===== src/rtl/sio_pkg.sv =====
// Package: shared types and register/bit positions for the serial register port.
// Assumes two channels selected by one address bit; positions below are
// decoded by the register logic and the interrupt logic.
package sio_pkg;
    localparam int NUM_CH   = 2;
    localparam int NUM_REG  = 16;
    localparam int PTR_W    = $clog2(NUM_REG);

    // Write-register indices that carry control bits
    localparam int W_IE     = 1;
    localparam int W_MASTER = 9;
    localparam int W_TC_LO  = 12;
    localparam int W_TC_HI  = 13;
    localparam int W_MISC   = 14;

    // Control bit positions
    localparam int B_TX_IE  = 1;
    localparam int B_RX_IE  = 4;
    localparam int B_MIE    = 3;
    localparam int B_LOOP   = 4;

    // Shared pending-register bit positions
    localparam int P_RX0 = 5;
    localparam int P_TX0 = 4;
    localparam int P_RX1 = 2;
    localparam int P_TX1 = 1;

    typedef enum logic [1:0] {
        ACC_NONE = 2'd0,
        ACC_CMD  = 2'd1,
        ACC_DATA = 2'd2
    } acc_kind_t;
endpackage


===== src/rtl/sio_addr_decode.sv =====
// Module: sio_addr_decode
// Turns a bus address and write data into an access kind, a channel, the
// effective byte and a legacy (upper-byte) flag. Purely combinational.
// Assumes reads carry no meaningful write data.
module sio_addr_decode
    import sio_pkg::*;
(
    input  logic [7:0]  addr,
    input  logic        write,
    input  logic [15:0] wdata,
    output acc_kind_t   kind,
    output logic        chan,
    output logic        legacy,
    output logic [7:0]  byte_in
);
    // Map address to location; aliases and the shifted-byte form first
    always_comb begin
        kind    = ACC_NONE;
        chan    = addr[3];
        legacy  = 1'b0;
        byte_in = wdata[7:0];
        if (addr == 8'h0F) begin
            kind = ACC_CMD;
            chan = 1'b0;
        end else if (addr == 8'h1F) begin
            kind = ACC_DATA;
            chan = 1'b0;
        end else if (addr[7:4] == 4'h0) begin
            case (addr[2:0])
                3'd1: kind = ACC_CMD;
                3'd5: kind = ACC_DATA;
                3'd0, 3'd4: begin
                    if (!write || wdata[7:0] == 8'h00) begin
                        legacy  = 1'b1;
                        byte_in = wdata[15:8];
                        kind    = addr[2] ? ACC_DATA : ACC_CMD;
                    end
                end
                default: kind = ACC_NONE;
            endcase
        end
    end
endmodule


===== src/rtl/sio_rx_fifo.sv =====
// Module: sio_rx_fifo
// Circular receive buffer of DEPTH bytes. Push into a full buffer is dropped
// and sets a sticky overrun flag. Pop of an empty buffer does nothing.
// Assumes push and pop never coincide (one bus access per cycle).
module sio_rx_fifo #(
    parameter int DEPTH = 16
) (
    input  logic                       clk,
    input  logic                       rst_n,
    input  logic                       push,
    input  logic [7:0]                 push_data,
    input  logic                       pop,
    output logic [7:0]                 head,
    output logic                       empty,
    output logic                       overrun,
    output logic [$clog2(DEPTH+1)-1:0] level
);
    localparam int PW = (DEPTH > 1) ? $clog2(DEPTH) : 1;
    localparam int LW = $clog2(DEPTH + 1);

    logic [7:0]    mem [DEPTH];
    logic [PW-1:0] wp_q, rp_q;
    logic [LW-1:0] cnt_q;
    logic          full;

    assign full  = (cnt_q == LW'(DEPTH));
    assign empty = (cnt_q == '0);
    assign head  = mem[rp_q];
    assign level = cnt_q;

    // Storage write, no reset needed for data
    always_ff @(posedge clk) begin
        if (push && !full) mem[wp_q] <= push_data;
    end

    // Pointer, count and overrun bookkeeping
    always_ff @(posedge clk) begin
        if (!rst_n) begin
            wp_q    <= '0;
            rp_q    <= '0;
            cnt_q   <= '0;
            overrun <= 1'b0;
        end else if (push) begin
            if (full) begin
                overrun <= 1'b1;
            end else begin
                wp_q  <= (wp_q == PW'(DEPTH - 1)) ? '0 : wp_q + 1'b1;
                cnt_q <= cnt_q + 1'b1;
            end
        end else if (pop && !empty) begin
            rp_q  <= (rp_q == PW'(DEPTH - 1)) ? '0 : rp_q + 1'b1;
            cnt_q <= cnt_q - 1'b1;
        end
    end
endmodule


===== src/rtl/sio_chan_regs.sv =====
// Module: sio_chan_regs
// One channel's pointer state machine, write-register file and read mux.
// Assumes cmd_wr/cmd_rd are already qualified for this channel.
module sio_chan_regs
    import sio_pkg::*;
(
    input  logic       clk,
    input  logic       rst_n,
    input  logic       cmd_wr,
    input  logic       cmd_rd,
    input  logic [7:0] wbyte,
    input  logic       rx_avail,
    input  logic       rx_ovr,
    input  logic [7:0] pend_view,
    output logic [7:0] rd_val,
    output logic       sel_busy,
    output logic       ptr_on_pend,
    output logic       loop_en,
    output logic       tx_ie,
    output logic       rx_ie,
    output logic       master_ie
);
    logic [PTR_W-1:0] ptr_q;
    logic             sel_q;
    logic [7:0]       wr_q [NUM_REG];
    logic [7:0]       tc_lo_q, tc_hi_q;

    // Two-step pointer/value protocol and write-register file
    always_ff @(posedge clk) begin
        if (!rst_n) begin
            ptr_q   <= '0;
            sel_q   <= 1'b0;
            tc_lo_q <= '0;
            tc_hi_q <= '0;
            for (int i = 0; i < NUM_REG; i++) wr_q[i] <= '0;
        end else if (cmd_wr) begin
            if (!sel_q) begin
                ptr_q <= wbyte[PTR_W-1:0];
                sel_q <= 1'b1;
            end else begin
                wr_q[ptr_q] <= wbyte;
                tc_lo_q     <= (ptr_q == PTR_W'(W_TC_LO)) ? wbyte : wr_q[W_TC_LO];
                tc_hi_q     <= (ptr_q == PTR_W'(W_TC_HI)) ? wbyte : wr_q[W_TC_HI];
                ptr_q       <= '0;
                sel_q       <= 1'b0;
            end
        end else if (cmd_rd) begin
            ptr_q <= '0;
            sel_q <= 1'b0;
        end
    end

    // Read-register selection
    always_comb begin
        case (ptr_q)
            4'd0:    rd_val = {5'b0, 1'b1, 1'b0, rx_avail};
            4'd1:    rd_val = {2'b0, rx_ovr, 5'b0};
            4'd3:    rd_val = pend_view;
            4'd12:   rd_val = tc_lo_q;
            4'd13:   rd_val = tc_hi_q;
            default: rd_val = 8'h00;
        endcase
    end

    assign sel_busy    = sel_q;
    assign ptr_on_pend = (ptr_q == PTR_W'(3));
    assign loop_en     = wr_q[W_MISC][B_LOOP];
    assign tx_ie       = wr_q[W_IE][B_TX_IE];
    assign rx_ie       = wr_q[W_IE][B_RX_IE];
    assign master_ie   = wr_q[W_MASTER][B_MIE];
endmodule


===== src/rtl/sio_regport.sv =====
// Module: sio_regport
// Host register port of a two-channel serial controller: address decode,
// per-channel indirect registers, loopback receive buffers, transmit strobe
// and a shared interrupt-pending register. Read data is registered.
// Assumes at most one access per cycle.
module sio_regport
    import sio_pkg::*;
#(
    parameter int RX_DEPTH = 16
) (
    input  logic        clk,
    input  logic        rst_n,
    input  logic        bus_valid,
    input  logic        bus_write,
    input  logic [7:0]  bus_addr,
    input  logic [15:0] bus_wdata,
    output logic [15:0] bus_rdata,
    output logic [7:0]  tx_byte,
    output logic        tx_chan,
    output logic        tx_strobe,
    output logic        irq
);
    localparam int LVL_W = $clog2(RX_DEPTH + 1);

    acc_kind_t  kind;
    logic       chan, legacy;
    logic [7:0] byte_in;
    logic       acc_ok, cmd_wr, cmd_rd, data_wr, data_rd;

    logic [7:0]       cmd_val [NUM_CH];
    logic [7:0]       rx_head [NUM_CH];
    logic [LVL_W-1:0] rx_level [NUM_CH];
    logic [NUM_CH-1:0] rx_empty, rx_ovr, push, sel_busy, ptr_on_pend;
    logic [NUM_CH-1:0] loop_en, tx_ie, rx_ie, mie;
    logic [7:0] pend_q, pend_set, rd_byte;
    logic       master_ie, pend_clr;

    sio_addr_decode u_dec (
        .addr(bus_addr), .write(bus_write), .wdata(bus_wdata),
        .kind(kind), .chan(chan), .legacy(legacy), .byte_in(byte_in)
    );

    assign acc_ok  = bus_valid && (kind != ACC_NONE);
    assign cmd_wr  = acc_ok &&  bus_write && (kind == ACC_CMD);
    assign cmd_rd  = acc_ok && !bus_write && (kind == ACC_CMD);
    assign data_wr = acc_ok &&  bus_write && (kind == ACC_DATA);
    assign data_rd = acc_ok && !bus_write && (kind == ACC_DATA);

    for (genvar c = 0; c < NUM_CH; c++) begin : g_ch
        assign push[c] = data_wr && (chan == 1'(c)) && loop_en[c];

        sio_chan_regs u_regs (
            .clk(clk), .rst_n(rst_n),
            .cmd_wr(cmd_wr && chan == 1'(c)),
            .cmd_rd(cmd_rd && chan == 1'(c)),
            .wbyte(byte_in), .rx_avail(!rx_empty[c]), .rx_ovr(rx_ovr[c]),
            .pend_view(pend_q), .rd_val(cmd_val[c]), .sel_busy(sel_busy[c]),
            .ptr_on_pend(ptr_on_pend[c]), .loop_en(loop_en[c]),
            .tx_ie(tx_ie[c]), .rx_ie(rx_ie[c]), .master_ie(mie[c])
        );

        sio_rx_fifo #(.DEPTH(RX_DEPTH)) u_rx (
            .clk(clk), .rst_n(rst_n), .push(push[c]), .push_data(byte_in),
            .pop(data_rd && chan == 1'(c)), .head(rx_head[c]),
            .empty(rx_empty[c]), .overrun(rx_ovr[c]), .level(rx_level[c])
        );
    end

    assign master_ie = |mie;
    assign pend_clr  = data_rd || (cmd_rd && ptr_on_pend[chan]);

    // Pending events raised by this cycle's data write
    always_comb begin
        pend_set = '0;
        if (data_wr && master_ie) begin
            if (tx_ie[chan])                 pend_set[chan ? P_TX1 : P_TX0] = 1'b1;
            if (push[chan] && rx_ie[chan])   pend_set[chan ? P_RX1 : P_RX0] = 1'b1;
        end
    end

    // Shared pending register: cleared by data reads and RR3 reads
    always_ff @(posedge clk) begin
        if (!rst_n)        pend_q <= '0;
        else if (pend_clr) pend_q <= '0;
        else               pend_q <= pend_q | pend_set;
    end

    assign irq = |pend_q;

    // Byte selected for a read of a mapped location
    always_comb begin
        if (kind == ACC_CMD) rd_byte = cmd_val[chan];
        else                 rd_byte = rx_empty[chan] ? 8'h00 : rx_head[chan];
    end

    // Registered read data, placed in the upper byte for legacy reads
    always_ff @(posedge clk) begin
        if (!rst_n)                      bus_rdata <= '0;
        else if (bus_valid && !bus_write) begin
            if (!acc_ok)     bus_rdata <= '0;
            else if (legacy) bus_rdata <= {rd_byte, 8'h00};
            else             bus_rdata <= {8'h00, rd_byte};
        end
    end

    // Transmit byte and one-cycle strobe
    always_ff @(posedge clk) begin
        if (!rst_n) begin
            tx_strobe <= 1'b0;
            tx_byte   <= '0;
            tx_chan   <= 1'b0;
        end else begin
            tx_strobe <= data_wr;
            if (data_wr) begin
                tx_byte <= byte_in;
                tx_chan <= chan;
            end
        end
    end
endmodule


===== config.mk =====
export PLATFORM = sky130hd
export DESIGN_NAME = sio_regport
export DESIGN_NICKNAME = d
export VERILOG_FILES = /design/src/rtl/sio_pkg.sv /design/src/rtl/sio_addr_decode.sv /design/src/rtl/sio_rx_fifo.sv /design/src/rtl/sio_chan_regs.sv /design/src/rtl/sio_regport.sv
export SDC_FILE = /design/constraint.sdc
export NUM_CORES = 1
export LEC_CHECK = 0
export BUFFER_PORTS_ARGS = -buffer_cell sky130_fd_sc_hd__buf_2
export CELL_PAD_IN_SITES_DETAIL_PLACEMENT = 1
export CELL_PAD_IN_SITES_GLOBAL_PLACEMENT = 1
export CORE_ASPECT_RATIO = 1.2
export CORE_MARGIN = 3
export CORE_UTILIZATION = 38
export DETAILED_ROUTE_END_ITERATION = 10
export GPL_TIMING_DRIVEN = 0
export PLACE_DENSITY = 0.6
export SETUP_SLACK_MARGIN = 0.5
export SLEW_MARGIN = 0
export SYNTH_ARGS = -nofsm -noshare
export SYNTH_HDL_FRONTEND = slang
export SYNTH_SLANG_ARGS = --single-unit

===== constraint.sdc =====
create_clock -name clk -period 9.3 [get_ports clk]
set_clock_uncertainty 0.1 [all_clocks]
set_input_delay 1.395 -clock clk [delete_from_list [all_inputs] [get_ports clk]]
set_output_delay 1.395 -clock clk [all_outputs]
set_load 0.1 [all_outputs]

==> flow_summary.ini, run 1 <==
[status]
status = finished, final reports clean

[floorplanning]
floorplan.die.height_um = 236
initial_utilization = 0.388
die-width_um = 198
core_mm2 = 0.0433
die-area_mm2 = 0.0468
rows = 83
ioPinCount = 55

[layout]
num-nets-final = 1330
area_taken_by_multi_input_logic_gates_mm2 = 0.00545
flow.area_growth_from_synthesis_pct = 14.5
final_layout_size_suffix_gt1_frac = 0.183
ff_latch_area_mm2 = 0.0111
fill_cells = 4380
diodes = 0

[yosys]
postSynthRegisterBits = 404
post_synth_main_area_contributors = sky130_fd_sc_hd__edfxtp_1 (53%), sky130_fd_sc_hd__dfxtp_1 (13%), sky130_fd_sc_hd__mux4_2 (8.6%)
mappedNetlistArea_mm2 = 0.0168
synth_ff_type = sky130_fd_sc_hd__edfxtp_1
async_flop_share = 0
mappedNetlistNets = 1228
synthDominantCellAreaShare = 0.528
yosys.cell_count.top_type = sky130_fd_sc_hd__edfxtp_1
syn_area_per_cell_um2 = 14.2
yosysWarnings = 0
synth_enable_flop_cells = 296
synth.distinct_cells = 74
synth_top_cells_by_count = sky130_fd_sc_hd__edfxtp_1 (296), sky130_fd_sc_hd__nor2_1 (140), sky130_fd_sc_hd__dfxtp_1 (108)
seq_area_frac_synth = 0.657
syn_inst = 1186
synth_largest_area_cell = sky130_fd_sc_hd__edfxtp_1

[drt]
drt_iter0_drc = 592
drt_antenna_net_count = 0
detailroute.via_count = 10400
route.final.wire_length_um = 46200
firstDrtPassIters = 5
route.detailed.drc = 0
post_detailed_route_wirelength_per_cell_um = 24.7
drt_via_density = 5.55

[run]
max-cap-violations = 0

[grt]
grt_util_all_layers = 0.199
first_global_vias = 10800
antenna_found_initial = 0
largest_net_degree_at_the_start_of_global_routing = 34
wire_length_of_the_first_global_routing_pass_um = 69800
sum_of_overflow_across_all_layers_after_global_routing = 0

[min_path]
worstHoldPathType = register to register

[timing]
final.period_utilization = 0.498
timing.setup.tns_ns = 0
timing.final.setup_violations = 0
timing.slew.headroom = 0.101
unrepaired_setup_endpoints_after_global_routing = no
max_slew.worst_pin.slew_ns = 1.35
timing.final.max_slew_violations = 0
clock.fmax_mhz = 216
layout_min_cycle_time_ns = 4.63
finalHoldViolations = 0

[place]
gp_congestion = 0.809
hpwlAfterDp_um = 31800
port-buffer-count = 54

[clocking]
h-tree-depth = 2
cts.reportedPaths.clkPinSlew_ns = 0.06
cts_tree = built
cts_hold_buf = 0
clock_latency_ns = 0.58
post_cts_buffers = 0
cts_buffer_depth = 3
clock_sink_count = 404
cts_bufs_inserted = 43
ctsRootBufferMaster = sky130_fd_sc_hd__clkbuf_16
post_cts_repair_resize_count = 0

[worst_setup_path]
path_max_fanout = 10
critPathRequiredTime_ns = 9.39
crit_arrival_ns = 4.73
crit_type = input pin to register
kind_of_start_point_of_the_critical_path = input pin
crit_path_end_kind = register

[power]
power_frac_comb = 0.023
share_seq_of_total_power = 0.514
power.density_cell_area_mw_per_mm2 = 196
power.clock.fraction = 0.462
power.internal_mw = 2.97
cellLeakagePower_nw = 6.41
switching_share = 0.212
power_mw = 3.77
vdd_ir_drop_max_mv = 0.136
switching_power_mw = 0.799
area by class of cell:
cell class | count | area share
Tap cell | 552 | 0.0358
Sequential cell | 404 | 0.573
Buffer | 67 | 0.0146
Clock inverter | 22 | 0.0145
Inverter | 19 | 0.00370
Multi-Input combinational cell | 696 | 0.283
Timing Repair Buffer | 57 | 0.0155
Clock buffer | 55 | 0.0597
flip-flops by register name, indices dropped and copies added, names as in the netlist, named ones only:
name                  count
pend_q                    4
g_ch.u_regs.tc_lo_q      16
g_ch.u_regs.wr_q         40
tx_chan                   1
g_ch.u_regs.sel_busy      2
g_ch.u_regs.tc_hi_q      16
g_ch.u_rx.rp_q            8
g_ch.u_rx.overrun         2
g_ch.u_rx.mem           256
tx_byte                   8
tx_strobe                 1
bus_rdata                16
g_ch.u_regs.ptr_q         8
g_ch.u_rx.level          10
g_ch.u_rx.wp_q            8
layout by cell type (no fill, tap or decap), types with 16 or more instances in the layout:
cell                          n
sky130_fd_sc_hd__dfxtp_1    108
sky130_fd_sc_hd__o21ai_0     46
sky130_fd_sc_hd__clkbuf_16   43
sky130_fd_sc_hd__a22o_1      44
sky130_fd_sc_hd__mux4_2      64
sky130_fd_sc_hd__mux2i_1     32
sky130_fd_sc_hd__nand2_1     77
sky130_fd_sc_hd__buf_2       73
sky130_fd_sc_hd__clkbuf_1    48
sky130_fd_sc_hd__nor3_1      16
sky130_fd_sc_hd__nand3_1     17
sky130_fd_sc_hd__inv_1       18
sky130_fd_sc_hd__a22oi_1     23
sky130_fd_sc_hd__nor2_1     140
sky130_fd_sc_hd__mux2_2      16
sky130_fd_sc_hd__edfxtp_1   296
sky130_fd_sc_hd__a21oi_1     42
power groups by stage:
stage	registers, mW	clock network, mW	logic (mW)
after detailed placement	1.98	0	0.0903
after global placement	1.98	0	0.0870
final	1.94	1.74	0.0883
after CTS	1.94	1.78	0.0904
after global routing	1.94	1.86	0.0970
after floorplan	1.98	0	0.0417
through the flow:
step	hold WS (ns)	worst slack, ns	util	instance area [µm²]	cells
floorplan	0.325	5.32	-	16800	1186
global placement	0.338	3.55	0.411	17800	1792
detailed placement	0.348	4.06	0.411	17800	1795
CTS	0.357	4.65	0.444	19200	1872
global route	0.388	4.48	0.445	19300	1872
finish	0.356	4.67	0.445	19300	1872
worst max-delay path, cell delays in order:
cell and delay (ns):
sky130_fd_sc_hd__buf_2 0.12, sky130_fd_sc_hd__nor4_4 0.36, sky130_fd_sc_hd__a21oi_2 0.25, sky130_fd_sc_hd__o21ai_1 0.60, sky130_fd_sc_hd__clkbuf_1 0.55, sky130_fd_sc_hd__nand3_1 0.39, sky130_fd_sc_hd__nor3_1 1.04
worst paths after layout:
kind	from	endpoint	slack, ns	cells past startpoint
min reg2reg	bus_rdata[2]	bus_rdata[2]	0.36	2
max	bus_wdata[5]	g_ch[0].u_rx.mem[3][0]	4.67	7
max reg2reg	g_ch[1].u_rx.level[1]	g_ch[1].u_rx.mem[0][7]	6.04	7
min	bus_rdata[2]	bus_rdata[2]	0.36	2
cells by family after synthesis:
group	share of synthesized area
mux	0.117
xor+xnor	0.00469
compound gates	0.0959
flops	0.657
simple gates	0.0944
buf+inv	0.0210
fa+ha+maj	0.0104
per-layer routing:
layer / track usage / share of wire / wire [µm] / vias up
met5: 0 / 0 / 0 / -
met4: 0.0472 / 0.021 / 963 / 0
met3: 0.0297 / 0.036 / 1670 / 52
met2: 0.349 / 0.51 / 23700 / 190
met1: 0.260 / 0.43 / 19900 / 5361
li1: - / - / - / 4789
No activity file was read; power rests on OpenSTA's default activity.
==> inputs of run 2 (changes only) <==
clock period = 4.5 ns   (was 9.3 ns; I/O delays follow)
==> run 2 against run 1 <==
Clock power rose by 110%. Hold slack got worse by 0.00062 ns. Utilization barely moved. Largest power group unchanged. Critical path depth rose by 1. Global-route usage did not move. First-iteration DRC count rose by 2.9%. Final cell count barely moved. Critical path type unchanged. Count of clock-buffer cells in the layout did not move. Register-to-register slack got worse by 4.8 ns.
==> flow_summary.ini, run 2 (synthesis gave the netlist of run 1 again) <==
[drt]
detailroute.via_count = 10400
route.final.wire_length_um = 46400
drt_antenna_net_count = 0
drt_via_density = 5.55
firstDrtPassIters = 5
post_detailed_route_wirelength_per_cell_um = 24.8
route.detailed.drc = 0
drt_iter0_drc = 609

[worst_setup_path]
crit_path_end_kind = register
kind_of_start_point_of_the_critical_path = input pin
cp_peak_stage_delay_ns = 0.74
crit_chain = buf_2 > nor3_4 > nand2_1 > a211o_1 > buf_2 > mux2i_1 > buf_2 > clkinvlp_2
crit_arrival_ns = 3.80
path_buf_inv = 4
crit_type = input pin to register
worst_path_dominant_cell_family = buffers and inverters
critPathRequiredTime_ns = 4.48
path_max_fanout = 16
timing.critical_path.slowest_stage_cell = sky130_fd_sc_hd__clkinvlp_2
cp_common_cell = sky130_fd_sc_hd__buf_2

[timing]
unrepaired_setup_endpoints_after_global_routing = yes
timing.final.setup_violations = 0
timing.slew.headroom = 0.119
timing.final.max_slew_violations = 0
layout_min_cycle_time_ns = 3.83
clock.fmax_mhz = 261
max_slew.worst_pin.slew_ns = 1.31
hold_ws_ns = 0.355
finalHoldViolations = 0
final.period_utilization = 0.850

[status]
status = finished, final reports clean

[place]
hpwlAfterDp_um = 31800
gp_congestion = 0.809
port-buffer-count = 54
standard_cell_area_after_detailed_placement_mm2 = 0.0178

[clocking]
cts_hold_buf = 0
cts_buffer_depth = 3
cts_tree = built
clock_sink_count = 404
h-tree-depth = 2
clock_latency_ns = 0.58
cts_bufs_inserted = 43
post_cts_repair_resize_count = 0
cts.reportedPaths.clkPinSlew_ns = 0.06
post_cts_buffers = 0
ctsRootBufferMaster = sky130_fd_sc_hd__clkbuf_16

[layout]
fill_cells = 4376
num-nets-final = 1331
diodes = 0
mostFrequentLayoutCells = sky130_fd_sc_hd__edfxtp_1 (296), sky130_fd_sc_hd__nor2_1 (140), sky130_fd_sc_hd__dfxtp_1 (108), sky130_fd_sc_hd__nand2_1 (77), sky130_fd_sc_hd__buf_2 (73)
flow.area_growth_from_synthesis_pct = 14.6
final_layout_size_suffix_gt1_frac = 0.185
postLayoutCellArea_mm2 = 0.0193
flip_flop_count_of_the_largest_register_all_copies_and_words_added = 256
layout_commonest_cell = sky130_fd_sc_hd__edfxtp_1
reg.largest.list = g_ch.u_rx.mem (256), g_ch.u_regs.wr_q (40)
largest_register = g_ch.u_rx.mem
utilization = 0.445

[floorplanning]
floorplan.die.height_um = 236
ioPinCount = 55
die-area_mm2 = 0.0468
initial_utilization = 0.388
die-width_um = 198
rows = 83
core_mm2 = 0.0433

[power]
power.density_cell_area_mw_per_mm2 = 405
power_mw = 7.80
cellLeakagePower_nw = 6.41
vdd_ir_drop_max_mv = 0.279

[grt]
sum_of_overflow_across_all_layers_after_global_routing = 0
antenna_found_initial = 0
first_global_vias = 10800
grt_util_all_layers = 0.199
largest_net_degree_at_the_start_of_global_routing = 34
wire_length_of_the_first_global_routing_pass_um = 69800

[min_path]
worstHoldPathType = input pin to register

[run]
max-cap-violations = 0
==> run 2: cell count changes in the layout (fill, tap and decap cells not counted) <==
| cell | previous run | this run |
|---|---|---|
| sky130_fd_sc_hd__clkinvlp_2 | 0 | 1 |
| sky130_fd_sc_hd__nor3_1 | 16 | 15 |
| sky130_fd_sc_hd__inv_1 | 18 | 17 |
| sky130_fd_sc_hd__nor3_2 | 5 | 6 |
| sky130_fd_sc_hd__clkinvlp_4 | 0 | 1 |
==> run 2: worst paths after layout <==
| kind | startpoint | endpoint | slack, ns | depth (start not counted) |
|---|---|---|---|---|
| worst max-delay path | bus_addr[7] | g_ch[1].u_rx.mem[7][3] | 0.67 | 8 |
| worst min-delay path | bus_write | g_ch[0].u_regs.sel_busy | 0.35 | 3 |
| worst max register to register | g_ch[0].u_rx.level[1] | g_ch[0].u_rx.mem[0][0] | 1.23 | 5 |
| worst min register to register | bus_rdata[2] | bus_rdata[2] | 0.35 | 2 |
==> run 2: metrics by stage <==
| stage | setup TNS, ns | std cells | setup WS, ns |
|---|---|---|---|
| global placement | -30.13 | 1792 | -0.529 |
| finish | 0 | 1873 | 0.673 |
| global route | 0 | 1873 | 0.494 |
| CTS | 0 | 1872 | 0.566 |
| detailed placement | -0.186 | 1795 | -0.0235 |
| floorplan | 0 | 1186 | 1.24 |
==> run 2: per-layer routing <==
metal / wire length, µm / vias up / GRT usage
met4: 957 / 0 / 0.0472
li1: - / 4795 / -
met2: 23900 / 193 / 0.349
met3: 1750 / 54 / 0.0297
met5: 0 / - / 0
met1: 19800 / 5359 / 0.260
==> run 2: final cells by class <==
cell class | count | area (µm²) | area share
plain buffers | 67 | 282 | 0.0146
clock buffers | 55 | 1150 | 0.0597
clock inverters | 22 | 279 | 0.0145
inverters | 19 | 75.1 | 0.00389
multi-input cells | 696 | 5450 | 0.283
flip-flops and latches | 404 | 11100 | 0.573
well taps | 552 | 691 | 0.0358
repair buffers | 57 | 298 | 0.0154
repair inverters | 1 | 5.00 | 0.000260
==> run 2: where the power goes <==
group,leakage (nW),switching (mW),total (mW),internal [mW]
Sequential,3.58,0.00420,4.01,4.00
Clock,0.701,1.50,3.61,2.11
Combinational,2.13,0.151,0.185,0.0338
==> run 2: worst register-to-register path, delay by kind of cell (launching register included) <==
kind	cells	cell delay (ns)
AOI/OAI and AO/OA	1	0.17
and+or+nand+nor	4	2.17
DFF	1	0.44
==> inputs of run 3 (changes only) <==
ABC_AREA = 1   (was default)
PLACE_DENSITY = 0.63   (was 0.6)
==> run 3 against run 2 <==
Count of clock-buffer cells in the layout up 3. Critical endpoint is now g_ch[0].u_rx.mem[3][4]. Synthesized area up 2.2%. Worst setup slack better by 0.47 ns. First-iteration DRC count up 32%. Power down 0.72%.
==> flow_summary.ini, run 3 <==
[worst_setup_path]
crit_path_end_kind = register
internal_reg_to_reg_setup_slack_ns = 1.30
path_max_fanout = 8
critPathRequiredTime_ns = 4.56
kind_of_start_point_of_the_critical_path = input pin
crit_type = input pin to register
crit_arrival_ns = 3.42
critical_path.reg2reg.endpoint = bus_rdata[3]
rr_worst_depth = 12

[yosys]
postSynthRegisterBits = 404
yosys.cell_count.top_type = sky130_fd_sc_hd__nand2_1
synth_largest_area_cell = sky130_fd_sc_hd__edfxtp_1
mappedNetlistArea_mm2 = 0.0172
synth_enable_flop_cells = 296
yosysWarnings = 0
synth_top_cells_by_count = sky130_fd_sc_hd__nand2_1 (344), sky130_fd_sc_hd__edfxtp_1 (296), sky130_fd_sc_hd__o21ai_0 (151)
syn_inst = 1658
seq_area_frac_synth = 0.643
synth.distinct_cells = 48
mappedNetlistNets = 1700
async_flop_share = 0
syn_area_per_cell_um2 = 10.4
synth_ff_type = sky130_fd_sc_hd__edfxtp_1
synthDominantCellAreaShare = 0.517
post_synth_main_area_contributors = sky130_fd_sc_hd__edfxtp_1 (52%), sky130_fd_sc_hd__dfxtp_1 (13%), sky130_fd_sc_hd__nand2_1 (7.5%)

[layout]
flip_flop_count_of_the_largest_register_all_copies_and_words_added = 256
final_layout_size_suffix_gt1_frac = 0.111
mostFrequentLayoutCells = sky130_fd_sc_hd__nand2_1 (344), sky130_fd_sc_hd__edfxtp_1 (296), sky130_fd_sc_hd__o21ai_0 (151), sky130_fd_sc_hd__a21oi_1 (143), sky130_fd_sc_hd__inv_1 (139)
reg.largest.list = g_ch.u_rx.mem (256), g_ch.u_regs.wr_q (40)
flow.area_growth_from_synthesis_pct = 14.1
layout_commonest_cell = sky130_fd_sc_hd__nand2_1
num-nets-final = 1797
postLayoutCellArea_mm2 = 0.0196
diodes = 0
final-instance-count-excl-fill = 2389
largest_register = g_ch.u_rx.mem

[drt]
drt_via_density = 5.27
post_detailed_route_wirelength_per_cell_um = 22.2
route.final.wire_length_um = 53000
drt_iter0_drc = 803
route.detailed.drc = 0
drt_antenna_net_count = 0
detailroute.via_count = 12600
firstDrtPassIters = 5

[clocking]
h-tree-depth = 2
cts_bufs_inserted = 41
cts_hold_buf = 0
clock_latency_ns = 0.55
ctsRootBufferMaster = sky130_fd_sc_hd__clkbuf_16
cts.reportedPaths.clkPinSlew_ns = 0.06
post_cts_repair_resize_count = 0
cts_tree = built
clock_sink_count = 404
cts_buffer_depth = 3
post_cts_buffers = 0

[place]
gp_congestion = 0.847
instance_count_after_placement_with_tap_cells_included = 2314
port-buffer-count = 53
standard_cell_area_after_detailed_placement_mm2 = 0.0182
hpwlAfterDp_um = 36500

[floorplanning]
floorplan.die.height_um = 239
initial_utilization = 0.389
ioPinCount = 55
die-area_mm2 = 0.0479
core_mm2 = 0.0442
rows = 84
die-width_um = 200

[grt]
largest_net_degree_at_the_start_of_global_routing = 38
antenna_found_initial = 0
first_global_vias = 13200
grt_util_all_layers = 0.220
wire_length_of_the_first_global_routing_pass_um = 80000
sum_of_overflow_across_all_layers_after_global_routing = 0

[timing]
finalHoldViolations = 0
hold_ws_ns = 0.361
layout_min_cycle_time_ns = 3.36
final.period_utilization = 0.746
timing.setup.tns_ns = 0
timing.slew.headroom = 0.163
timing.final.setup_violations = 0
timing.final.max_slew_violations = 0
unrepaired_setup_endpoints_after_global_routing = no
max_slew.worst_pin.slew_ns = 1.25
clock.fmax_mhz = 298

[power]
power_frac_comb = 0.022
cellLeakagePower_nw = 7.51
switching_power_mw = 1.61
power.clock.fraction = 0.460
vdd_ir_drop_max_mv = 0.254
power_mw = 7.75
power.density_cell_area_mw_per_mm2 = 395
switching_share = 0.208
power.internal_mw = 6.14
share_seq_of_total_power = 0.517

[min_path]
hold_end = g_ch[1].u_regs.sel_busy
worstHoldPathType = register to register
timing.hold.worst.start = g_ch[1].u_regs.sel_busy
worstHoldPathCells = 2

[run]
max-cap-violations = 0

[status]
status = finished, final reports clean
run 3: power groups by stage:
stage	clock network [mW]	registers, mW	logic (mW)
finish	3.57	4.01	0.172
global route	3.77	4.01	0.186
CTS	3.62	4.01	0.175
detailed placement	0	4.09	0.174
global placement	0	4.09	0.167
floorplan	0	4.09	0.0788
run 3: worst max-delay path by stage:
stage,startpoint,endpoint
2_1_floorplan,bus_addr[7],g_ch[0].u_rx.mem[11][0]
3_3_place_gp,bus_addr[7],g_ch[1].u_regs.wr_q[13][1]
3_5_place_dp,bus_addr[7],g_ch[0].u_rx.mem[3][4]
4_1_cts,bus_addr[7],g_ch[0].u_rx.mem[3][4]
5_1_grt,bus_wdata[1],g_ch[0].u_rx.mem[3][4]
6_report,bus_addr[7],g_ch[0].u_rx.mem[3][4]
run 3: layout make-up:
cell class                      instances  area (µm²)
Tap cell                              602         753
Buffer                                 69         285
Sequential cell                       404       11100
Multi-Input combinational cell       1026        5260
Fill cell                            4928       24600
Inverter                              159         602
Clock inverter                         17         209
Clock buffer                           58        1170
Timing Repair Buffer                   54         285
run 3: worst max-delay path, cell delays in order:
cell and delay, ns:
sky130_fd_sc_hd__buf_2 0.09, sky130_fd_sc_hd__nor2_1 0.15, sky130_fd_sc_hd__nand2_1 0.07, sky130_fd_sc_hd__nor2_1 0.14
sky130_fd_sc_hd__nand2_2 0.11, sky130_fd_sc_hd__nand3_2 0.31, sky130_fd_sc_hd__nand4_2 0.33, sky130_fd_sc_hd__nor2_2 0.39
sky130_fd_sc_hd__inv_1 0.15, sky130_fd_sc_hd__nor2_1 0.12, sky130_fd_sc_hd__inv_1 0.14, sky130_fd_sc_hd__nor2_1 0.74
run 3: routing by layer:
metal  global-route usage  wire (µm)  part of all wire
met1                0.273      22300              0.42
met2                0.400      27200              0.51
met3               0.0255       1890             0.036
met4               0.0736       1600             0.030
met5                    0          0                 0
run 3: kinds of logic (layout without fill, tap and decap cells):
family / after synthesis / in the layout / synth area share
AO/OA/AOI/OAI: 373 / 373 / 0.120
XOR/XNOR: 8 / 8 / 0.00407
adder cells (fa/ha/maj): 14 / 14 / 0.0102
buffers and inverters: 228 / 357 / 0.0516
flip-flops: 404 / 404 / 0.643
multiplexers: 33 / 33 / 0.0204
AND/OR/NAND/NOR: 598 / 598 / 0.152
run 3: per-stage QoR:
stage / setup WS, ns / utilization
floorplan: 1.71 / -
global placement: 0.408 / 0.412
finish: 1.14 / 0.443
detailed placement: 0.565 / 0.412
global route: 0.950 / 0.443
CTS: 1.13 / 0.443
